$ cat src/rtl/cbp_pkg.sv
package cbp_pkg;

    typedef logic [1:0] ctr2_t;

    localparam ctr2_t CTR_WEAK_NT = 2'b01;

    // one saturating step of a two-bit counter toward the outcome
    function automatic ctr2_t ctr_step(input ctr2_t cur, input logic taken);
        ctr2_t res;
        if (taken) begin
            res = (cur == 2'b11) ? cur : cur + 2'b01;
        end else begin
            res = (cur == 2'b00) ? cur : cur - 2'b01;
        end
        return res;
    endfunction

endpackage

$ cat src/rtl/cbp_hist_tbl.sv
module cbp_hist_tbl #(
    parameter int HIST_W = 4,
    parameter int IDX_W  = 4
) (
    input  logic              clk,
    input  logic              rst,
    input  logic [IDX_W-1:0]  lk_idx,
    output logic [HIST_W-1:0] lk_hist,
    input  logic              up_valid,
    input  logic [IDX_W-1:0]  up_idx,
    input  logic              up_taken,
    output logic [HIST_W-1:0] up_hist
);
    localparam int DEPTH = 1 << IDX_W;

    typedef struct packed {
        logic [DEPTH-1:0][HIST_W-1:0] hist;
    } hst_t;

    hst_t hst_d, hst_q;

    always_comb begin
        hst_d   = hst_q;
        lk_hist = hst_q.hist[lk_idx];
        up_hist = hst_q.hist[up_idx];
        if (up_valid) begin
            hst_d.hist[up_idx] = {hst_q.hist[up_idx][HIST_W-2:0], up_taken};
        end
    end

    always_ff @(posedge clk) begin
        if (rst) begin
            hst_q <= '0;
        end else begin
            hst_q <= hst_d;
        end
    end


    hist_shift_chk: assert property (@(posedge clk) disable iff (rst)
        up_valid |=> hst_q.hist[$past(up_idx)][0] == $past(up_taken));


    hist_hold_chk: assert property (@(posedge clk) disable iff (rst)
        !up_valid |=> $stable(hst_q));

endmodule

$ cat src/rtl/cbp_base_ctr.sv
module cbp_base_ctr
    import cbp_pkg::*;
#(
    parameter int IDX_W = 5
) (
    input  logic             clk,
    input  logic             rst,
    input  logic [IDX_W-1:0] lk_idx,
    output logic             lk_pred,
    input  logic             up_valid,
    input  logic [IDX_W-1:0] up_idx,
    input  logic             up_taken,
    output ctr2_t            up_ctr
);
    localparam int DEPTH = 1 << IDX_W;

    typedef struct packed {
        logic [DEPTH-1:0][1:0] ctr;
    } bst_t;

    bst_t bst_d, bst_q;

    always_comb begin
        bst_d   = bst_q;
        lk_pred = bst_q.ctr[lk_idx][1];
        up_ctr  = bst_q.ctr[up_idx];
        if (up_valid) begin
            bst_d.ctr[up_idx] = ctr_step(bst_q.ctr[up_idx], up_taken);
        end
    end

    always_ff @(posedge clk) begin
        if (rst) begin
            bst_q.ctr <= {DEPTH{CTR_WEAK_NT}};
        end else begin
            bst_q <= bst_d;
        end
    end


    base_sat_hi_chk: assert property (@(posedge clk) disable iff (rst)
        (up_valid && up_taken && up_ctr == 2'b11) |=> bst_q.ctr[$past(up_idx)] == 2'b11);


    base_sat_lo_chk: assert property (@(posedge clk) disable iff (rst)
        (up_valid && !up_taken && up_ctr == 2'b00) |=> bst_q.ctr[$past(up_idx)] == 2'b00);

endmodule

$ cat src/rtl/cbp_pred_cache.sv
module cbp_pred_cache
    import cbp_pkg::*;
#(
    parameter int PC_W   = 16,
    parameter int HIST_W = 4,
    parameter int N_ENT  = 16
) (
    input  logic              clk,
    input  logic              rst,
    input  logic [PC_W-1:0]   lk_pc,
    input  logic [HIST_W-1:0] lk_hist,
    output logic              lk_hit,
    output logic              lk_pred,
    input  logic              up_valid,
    input  logic [PC_W-1:0]   up_pc,
    input  logic [HIST_W-1:0] up_hist,
    input  logic              up_taken,
    input  ctr2_t             up_base_ctr
);
    localparam int AGE_W = (N_ENT > 1) ? $clog2(N_ENT) : 1;
    localparam logic [AGE_W-1:0] AGE_OLDEST = AGE_W'(N_ENT - 1);

    typedef struct packed {
        logic [N_ENT-1:0]             vld;
        logic [N_ENT-1:0][PC_W-1:0]   pc;
        logic [N_ENT-1:0][HIST_W-1:0] htag;
        logic [N_ENT-1:0][1:0]        ctr;
        logic [N_ENT-1:0][AGE_W-1:0]  age;
    } cst_t;

    cst_t cst_d, cst_q;

    logic [N_ENT-1:0] lk_match, up_match, free_vec, old_vec;
    logic [AGE_W-1:0] hit_idx, free_idx, old_idx, tgt_idx;
    logic             up_hit, has_free;

    // tag compare for both ports and the replacement candidates
    always_comb begin
        lk_pred = 1'b0;
        for (int i = 0; i < N_ENT; i++) begin
            lk_match[i] = cst_q.vld[i] && (cst_q.pc[i] == lk_pc) && (cst_q.htag[i] == lk_hist);
            up_match[i] = cst_q.vld[i] && (cst_q.pc[i] == up_pc) && (cst_q.htag[i] == up_hist);
            free_vec[i] = !cst_q.vld[i];
            old_vec[i]  = (cst_q.age[i] == AGE_OLDEST);
            lk_pred     = lk_pred | (lk_match[i] & cst_q.ctr[i][1]);
        end
        lk_hit   = |lk_match;
        up_hit   = |up_match;
        has_free = |free_vec;
    end

    // lowest-index encoders
    always_comb begin
        hit_idx  = '0;
        free_idx = '0;
        old_idx  = '0;
        for (int i = N_ENT - 1; i >= 0; i--) begin
            if (up_match[i]) hit_idx  = AGE_W'(i);
            if (free_vec[i]) free_idx = AGE_W'(i);
            if (old_vec[i])  old_idx  = AGE_W'(i);
        end
        if (up_hit) begin
            tgt_idx = hit_idx;
        end else if (has_free) begin
            tgt_idx = free_idx;
        end else begin
            tgt_idx = old_idx;
        end
    end

    // next state: train or allocate, then refresh recency
    always_comb begin
        cst_d = cst_q;
        if (up_valid) begin
            if (up_hit) begin
                cst_d.ctr[tgt_idx] = ctr_step(cst_q.ctr[tgt_idx], up_taken);
            end else begin
                cst_d.vld[tgt_idx]  = 1'b1;
                cst_d.pc[tgt_idx]   = up_pc;
                cst_d.htag[tgt_idx] = up_hist;
                cst_d.ctr[tgt_idx]  = ctr_step(up_base_ctr, up_taken);
            end
            for (int i = 0; i < N_ENT; i++) begin
                if (AGE_W'(i) == tgt_idx) begin
                    cst_d.age[i] = '0;
                end else if (cst_q.age[i] < cst_q.age[tgt_idx]) begin
                    cst_d.age[i] = cst_q.age[i] + 1'b1;
                end
            end
        end
    end

    always_ff @(posedge clk) begin
        if (rst) begin
            cst_q.vld  <= '0;
            cst_q.pc   <= '0;
            cst_q.htag <= '0;
            cst_q.ctr  <= '0;
            for (int i = 0; i < N_ENT; i++) begin
                cst_q.age[i] <= AGE_W'(i);
            end
        end else begin
            cst_q <= cst_d;
        end
    end


    lk_unique_chk: assert property (@(posedge clk) disable iff (rst)
        $onehot0(lk_match));


    up_unique_chk: assert property (@(posedge clk) disable iff (rst)
        $onehot0(up_match));


    lru_single_oldest_chk: assert property (@(posedge clk) disable iff (rst)
        $countones(old_vec) == 1);


    alloc_grows_chk: assert property (@(posedge clk) disable iff (rst)
        (up_valid && !up_hit && has_free)
        |=> $countones(cst_q.vld) == $past($countones(cst_q.vld)) + 1);


    hit_no_alloc_chk: assert property (@(posedge clk) disable iff (rst)
        (up_valid && up_hit) |=> $stable(cst_q.vld) && $stable(cst_q.pc));

endmodule

$ cat src/rtl/cached_branch_predictor.sv
module cached_branch_predictor
    import cbp_pkg::*;
#(
    parameter int PC_W       = 16,
    parameter int HIST_W     = 4,
    parameter int HIST_IDX_W = 4,
    parameter int BASE_IDX_W = 5,
    parameter int N_ENT      = 16
) (
    input  logic            clk,
    input  logic            rst,
    input  logic [PC_W-1:0] lk_pc,
    output logic            lk_hit,
    output logic            lk_taken,
    input  logic            up_valid,
    input  logic [PC_W-1:0] up_pc,
    input  logic            up_taken
);
    logic [HIST_W-1:0] lk_hist, up_hist;
    logic              base_lk_pred, cache_lk_pred, cache_lk_hit;
    ctr2_t             base_up_ctr;

    cbp_hist_tbl #(
        .HIST_W (HIST_W),
        .IDX_W  (HIST_IDX_W)
    ) u_hist (
        .clk      (clk),
        .rst      (rst),
        .lk_idx   (lk_pc[HIST_IDX_W-1:0]),
        .lk_hist  (lk_hist),
        .up_valid (up_valid),
        .up_idx   (up_pc[HIST_IDX_W-1:0]),
        .up_taken (up_taken),
        .up_hist  (up_hist)
    );

    cbp_base_ctr #(
        .IDX_W (BASE_IDX_W)
    ) u_base (
        .clk      (clk),
        .rst      (rst),
        .lk_idx   (lk_pc[BASE_IDX_W-1:0]),
        .lk_pred  (base_lk_pred),
        .up_valid (up_valid),
        .up_idx   (up_pc[BASE_IDX_W-1:0]),
        .up_taken (up_taken),
        .up_ctr   (base_up_ctr)
    );

    cbp_pred_cache #(
        .PC_W   (PC_W),
        .HIST_W (HIST_W),
        .N_ENT  (N_ENT)
    ) u_cache (
        .clk         (clk),
        .rst         (rst),
        .lk_pc       (lk_pc),
        .lk_hist     (lk_hist),
        .lk_hit      (cache_lk_hit),
        .lk_pred     (cache_lk_pred),
        .up_valid    (up_valid),
        .up_pc       (up_pc),
        .up_hist     (up_hist),
        .up_taken    (up_taken),
        .up_base_ctr (base_up_ctr)
    );

    always_comb begin
        lk_hit   = cache_lk_hit;
        lk_taken = cache_lk_hit ? cache_lk_pred : base_lk_pred;
    end


    no_hit_after_reset_chk: assert property (@(posedge clk) disable iff (rst)
        $past(rst) |-> !lk_hit);

endmodule

$ cat config.mk
export PLATFORM = sky130hd
export DESIGN_NAME = cached_branch_predictor
export DESIGN_NICKNAME = d
export VERILOG_FILES = /design/src/rtl/cbp_pkg.sv /design/src/rtl/cbp_hist_tbl.sv /design/src/rtl/cbp_base_ctr.sv /design/src/rtl/cbp_pred_cache.sv /design/src/rtl/cached_branch_predictor.sv
export SDC_FILE = /design/constraint.sdc
export NUM_CORES = 2
export LEC_CHECK = 0
export ABC_AREA = 0
export CAP_MARGIN = 30
export CORE_MARGIN = 1.5
export CORE_UTILIZATION = 61
export CTS_BUF_LIST = sky130_fd_sc_hd__clkbuf_4
export CTS_CLUSTER_SIZE = 40
export DETAILED_ROUTE_END_ITERATION = 7
export DONT_BUFFER_PORTS = 1
export PLACE_DENSITY_LB_ADDON = 0.08
export SKIP_LAST_GASP = 1
export SYNTH_ARGS = -nofsm -noshare
export SYNTH_HDL_FRONTEND = slang
export SYNTH_SLANG_ARGS = --single-unit
$ cat constraint.sdc
create_clock -name clk -period 15.35 [get_ports clk]
set_input_delay 1.535 -clock clk [delete_from_list [all_inputs] [get_ports clk]]
set_output_delay 1.535 -clock clk [all_outputs]
set_load 0.05 [all_outputs]
## After elaboration in Yosys (flattened, before gate mapping)

Index checks and enable logic that the tools add are counted.

- Register bits: 560
- Input bits: 36
- Output and inout bits: 2
- Logic and storage cells: 534

- $add $sub $neg: 20
- $lt $le $gt $ge: 24
- Eq/ne operators: 97
- Muxes and demuxes: 125
- Bitwise gates (word level): 33
- Reduce and logical (&&, ||, !) cells: 122

Operators by type and width:

| operator | count |
|---|---|
| 16-bit equality test | 32 |
| 4-bit 2-to-1 mux | 87 |
| 256-bit bitwise mux | 1 |
| 64-bit bitwise mux | 3 |
| 4-bit equality test | 32 |
| 1-bit logical AND | 67 |
| 4-bit by 1-bit adder with 4-bit output (second input constant) | 16 |
| 32-bit bitwise mux | 2 |
| 16-bit demux with 4-bit select | 1 |
| 4-bit equality test (second input constant) | 16 |
| 4-bit less-than comparator | 16 |
| 4-bit binary-select mux with 4-bit select | 3 |
| 16-bit OR reduction | 3 |
| 2-bit AND reduction | 17 |
| 4-bit demux with 4-bit select | 2 |
| 4-bit equality test (first input constant) | 8 |
| 2-bit 2-to-1 mux | 16 |
| 32-bit 2-to-1 mux | 1 |
| 2-bit nonzero test | 16 |
| 2-bit binary-select mux with 5-bit select | 2 |
| 1-bit AND | 16 |
| 3-bit by 4-bit equality test with 1-bit output (first input constant) | 4 |
| 1-bit zero test | 16 |
| 16-bit 2-to-1 mux | 1 |
| 19 further kinds | 43 |

## Depth between registers and ports, before layout

- Depth in word-level cells: 30
- Gate-level depth with buffers: 32
- Gate-level depth less buffers: 24

## Cells and area by module

Synthesis repeated with hierarchy kept, for this count alone.

- Cells, all modules: 4131
- Area total of the unflattened synthesis: 35352.7 sq um

Modules (own cells, without submodules):

| module | instances | cells an instance | area an instance (sq um) | seq. area each (sq um) |
|---|---|---|---|---|
| cbp_pred_cache | 1 | 3399 | 28233.3 | 8648.3 |
| cbp_hist_tbl | 1 | 398 | 3712.3 | 1281.2 |
| cbp_base_ctr | 1 | 333 | 3392.0 | 1281.2 |
| cached_branch_predictor | 1 | 1 | 15.0 | 0.0 |

## Least setup slack after synthesis

No wires, ideal clock.

- Path kind: input -> register
- From: in up_pc[4]
- To: reg u_cache.cst_q[43] in the netlist's numbering
- Setup time: 122 ps
- Data arrival time: 7887 ps
- Data required time: 15228 ps
- Path slack: 7341 ps
- Stages: 27
- Path buffers: 5
- Cell sequence: buf_2 -> xnor2_1 -> or4b_1 -> or4_1 -> or4b_1 -> or4_1 -> a2111oi_4 -> nor4b_1 -> nand4_2 -> nor2b_1 -> buf_2 -> nor2_2 -> buf_2 -> buf_4 -> clkbuf_1 -> nand2_1 -> o211ai_1 -> o21ai_0 -> a21oi_1 -> ha_1 -> or3_1 -> o21ai_0 -> a21oi_1 -> a211oi_2 -> nor2_1 -> a21o_1 -> a221o_1

- Cells in the longest elaborated chain, start to end: 25
- Elaborated cells between the ends (all ways): 73
- Classes of those cells: order compare: 1; eq/ne: 17; mux: 20; reduce/logical: 35

RTL lines:

| element | line | source |
|---|---|---|
| from (decl) | cached_branch_predictor.sv:16 | `input logic [PC_W-1:0] up_pc,` |
| 16-bit equality test | cbp_pred_cache.sv:42 | `up_match[i] = cst_q.vld[i] && (cst_q.pc[i] == up_pc) && (cst_q.htag[i] == up_hist);` |
| 1-bit logical AND (2 in series) | cbp_pred_cache.sv:42 |  |
| 4-bit 2-to-1 mux (16 in series) | cbp_pred_cache.sv:58 | `if (up_match[i]) hit_idx = AGE_W'(i);` |
| 4-bit 2-to-1 mux * | cbp_pred_cache.sv:62 | `if (up_hit) begin` |
| 4-bit binary-select mux with 4-bit select | cbp_pred_cache.sv:86 | `end else if (cst_q.age[i] < cst_q.age[tgt_idx]) begin` |
| 4-bit 2-to-1 mux (implied by the code) | cbp_pred_cache.sv:86 |  |
| 4-bit less-than comparator | cbp_pred_cache.sv:86 |  |
| 2-bit nonzero test (no source line) | n/a |  |
| 2-bit AND reduction (no source line) | n/a |  |
| to (signal assigned) | cbp_pred_cache.sv:103 | `cst_q <= cst_d;` |
| to (decl) | cbp_pred_cache.sv:31 | `cst_t cst_d, cst_q;` |

Mark *: on every way between the ends. The rest lies on a longest branch, timed or not. The select of a mux whose other input is x is not followed.
A chain may end at the register's enable or synchronous reset.

## Final worst setup path

- From: in up_pc[0]
- To: reg u_cache.cst_q[43] in the netlist's numbering

- Cells in the longest elaborated chain, start to end: 26
- Elaborated cells between the ends (all ways): 91
- Classes of those cells: order compare: 1; eq/ne: 33; mux: 22; reduce/logical: 35

RTL lines:

| element | line | source |
|---|---|---|
| 4-bit binary-select mux with 4-bit select | cbp_hist_tbl.sv:25 | `up_hist = hst_q.hist[up_idx];` |
| 4-bit 2-to-1 mux (implied by the code) | cbp_hist_tbl.sv:25 |  |
| 4-bit equality test | cbp_pred_cache.sv:42 |  |
| 1-bit logical AND | cbp_pred_cache.sv:42 |  |
| 4-bit 2-to-1 mux (16 in series) | cbp_pred_cache.sv:58 |  |
| 4-bit 2-to-1 mux * | cbp_pred_cache.sv:62 |  |
| 4-bit binary-select mux with 4-bit select | cbp_pred_cache.sv:86 |  |
| 4-bit 2-to-1 mux (implied by the code) | cbp_pred_cache.sv:86 |  |
| 4-bit less-than comparator | cbp_pred_cache.sv:86 |  |
| 2-bit nonzero test (no source line) | n/a |  |
| 2-bit AND reduction (no source line) | n/a |  |

Marks and branches as above.

==> impl_metrics.toml <==
[synth]
syn-num-nets = 4322
synth_compound_area_frac = 0.129
synth-warning-count = 0
synth_cell_type_count = 108
yosysSeqAreaShare = 0.319
synth_top_family_by_area = "simple AND/OR/NAND/NOR gates"
synth.avg_cell_area_um2 = 8.32
synth_area_leaders = "dfxtp_1 32%, xnor2_1 11%, mux2i_1 6.6%"
yosys.area_share.simple = 0.224
ys_async_sr_fraction = 0
yosysTopAreaCell = "dfxtp_1"
synthCells = 4222
synth_xor_area_frac = 0.156
synth_fa_ha_area_frac = 0.0239
synth_top_cell_area_share = 0.319
synthMuxAreaShare = 0.105
ys_ff_latch = 560
synth_enable_flop_cells = 0
netlist_area_um2 = 35100
ys.flop_type = "dfxtp_1"

[sta]
drv_slew = 333
max_freq_mhz = 121
setup_tns_ps = 0
worst_clock_skew_ps = 53.7
tightest_slew_ps = 2570
setup_viol = 0
setup_slack_ps = 7100
final_hold_viol_count = 0
finalCriticalPeriod_ps = 8250
min_period_over_period = 0.538
maxSlewHeadroom = -0.717
rsz0062_at_grt = "no"

[setup_path]
required_ps = 16280
crit_type = "in2reg"
crit_path_end_kind = "register"
crit_path_start_kind = "input pin"
cp.arrival_ps = 9180
cp_max_fo = 63

[global_route]
antenna_found_initial = 2
top_usage_layer = "met2"
use_met1 = 0.531
grt_pass1_wl_mm = 178
grt_max_degree = 483
gr-total-overflow = 0
met2_usage = 0.587
grt_pass1_vias = 29700
grt_usage = 0.388
met3_usage = 0.0715

[clock_tree]
cts_root_buf = "clkbuf_4"
htreeDepth = 4
numCtsBuffers = 153
clkSlewWorstSetupHoldPaths_ps = 60
clockBufferDepth = 3
post-cts-setup-buffers = 0
ctsHoldBuffers = 0
cts_resized = 0
clock_latency_ps = 1050
clock-sinks = 560
cts_tree = "built"

[pwr]
power_frac_clock = 0.431
p_seq_frac = 0.450
leakage_nw = 13.1
combPwrFrac = 0.119
swShare = 0.276
p_int_mw = 2.44
powerDensity_nw_per_um2 = 90.6
ir_worst_vdd_mv = 0.0777
p_switching_uw = 932

[die]
ioPinCount = 38
design.die.area_um2 = 59000
start_util = 0.621
fp.dieW_um = 243
die_y_um = 243
rows = 87
core_area_um2 = 56600

[job]
maxCapViolCount = 0

[detailed_routing]
viasPerCell = 6.42
num_vias = 32000
wirelength_mm = 116
drt_pass1_iterations = 6
antenna_left = 0
drt_iter0_drc = 3591
drc = 0
wl_per_cell_um = 23.3

[placed_design]
portBuffers = 0
detailedPlace.worstSlack_ps = 6300
gp_congestion = 1.02
dpl.hpwl_mm = 75.6
place_area_um2 = 35100

[finish]
final_util = 0.658
nets = 4211
fillers = 4994
final_layout_size_suffix_gt1_frac = 0.107
syn_to_final_growth_pct = 5.96
layout_common_cells = "560 x dfxtp_1, 452 x xnor2_1, 424 x nand2_1, 390 x nor2_1, 249 x nand3_1"
stdcell_area_um2 = 37200
mostFrequentLayoutCell = "dfxtp_1"

[run_status]
status = "complete, but fails checks"
violations = "max-slew violations"

[hold_path]
hold_path_class = "reg2reg"
[synthesized netlist by cell type (32+ instances only)]
cell	n
a211oi_1	95
a21oi_1	245
a22oi_1	32
buf_1	35
buf_2	44
clkbuf_1	222
dfxtp_1	560
ha_1	64
inv_1	46
mux2i_1	230
mux4_2	50
nand2_1	426
nand3_1	249
nand4_1	116
nor2_1	397
nor3_1	91
nor4_1	99
o211ai_1	49
o21ai_0	113
xnor2_1	452
xor2_1	172
[cell type report]
cell class              count  area, um^2  share of cell area
clock buffers             236        1770              0.0476
flip-flops and latches    560       11200               0.301
multi-input cells        3297       22400               0.603
diodes                      5        12.5            0.000336
clock inverters            32         292             0.00783
inverters                  49         184             0.00494
well taps                 756         946              0.0254
repair buffers             50         374              0.0101
[routing by layer]
metal / share of wire / wire, um / vias up
li1: - / - / 14900
met1: 0.43 / 49600 / 15300
met2: 0.44 / 50800 / 1591
met3: 0.097 / 11300 / 293
met4: 0.040 / 4670 / 0
met5: 0 / 0 / -
[sequential cells by signal, indices dropped and copies added, names as in the netlist]
register and flops:
u_cache.cst_q 432, u_base.bst_q 64, u_hist.hst_q 64
[through the flow]
stage	total power, mW	cells	hold WS [ps]
after global placement	1.94	4707	449
final	3.37	4985	467
after CTS	3.39	4978	471
after floorplan	1.92	4222	438
after global routing	3.51	4985	488
after detailed placement	1.94	4710	461
[cells by family (layout without fill, tap and decap cells)]
logic type,after synthesis,after routing
AND/OR/NAND/NOR,1607,1607
AO/OA/AOI/OAI,695,695
XOR/XNOR,625,625
flip-flops,560,560
buffers and inverters,365,367
multiplexers,302,302
adder cells (fa/ha/maj),68,68
other,0,5
[path summary, 6_finish.rpt]
path / from / slack (ps) / to / depth (start not counted)
worst max-delay path: up_pc[0] / 7100 / u_cache.cst_q[43] / 23
worst min-delay path: u_base.bst_q[55] / 470 / u_base.bst_q[55] / 2
worst max register to register: u_hist.hst_q[10] / 7620 / u_cache.cst_q[43] / 24
worst min register to register: u_base.bst_q[55] / 470 / u_base.bst_q[55] / 2
[critical path, stage by stage]
cell and delay (ps):
nor2b_1 630, a22oi_1 360, and3_1 440, nor2_2 420
buf_4 370, xnor2_2 170, nor3_1 100, nor4_2 730
nand4_2 400, nor2b_1 710, nor2_2 220, buf_4 310
o211ai_1 310, a21oi_1 110, nor2_1 630, buf_4 320
ha_1 250, o21ai_0 160, a21oi_1 70, a211oi_2 310
nor2_1 120, a21o_1 170, a221o_1 280
[power by group through the flow]
| stage | clock network (mW) | registers, mW | logic (mW) |
|---|---|---|---|
| after floorplan | 0 | 1.54 | 0.381 |
| after global placement | 0 | 1.55 | 0.387 |
| after detailed placement | 0 | 1.55 | 0.391 |
| after CTS | 1.48 | 1.52 | 0.393 |
| after global routing | 1.55 | 1.52 | 0.438 |
| final | 1.45 | 1.52 | 0.400 |
No activity file was read; power rests on OpenSTA's default activity.
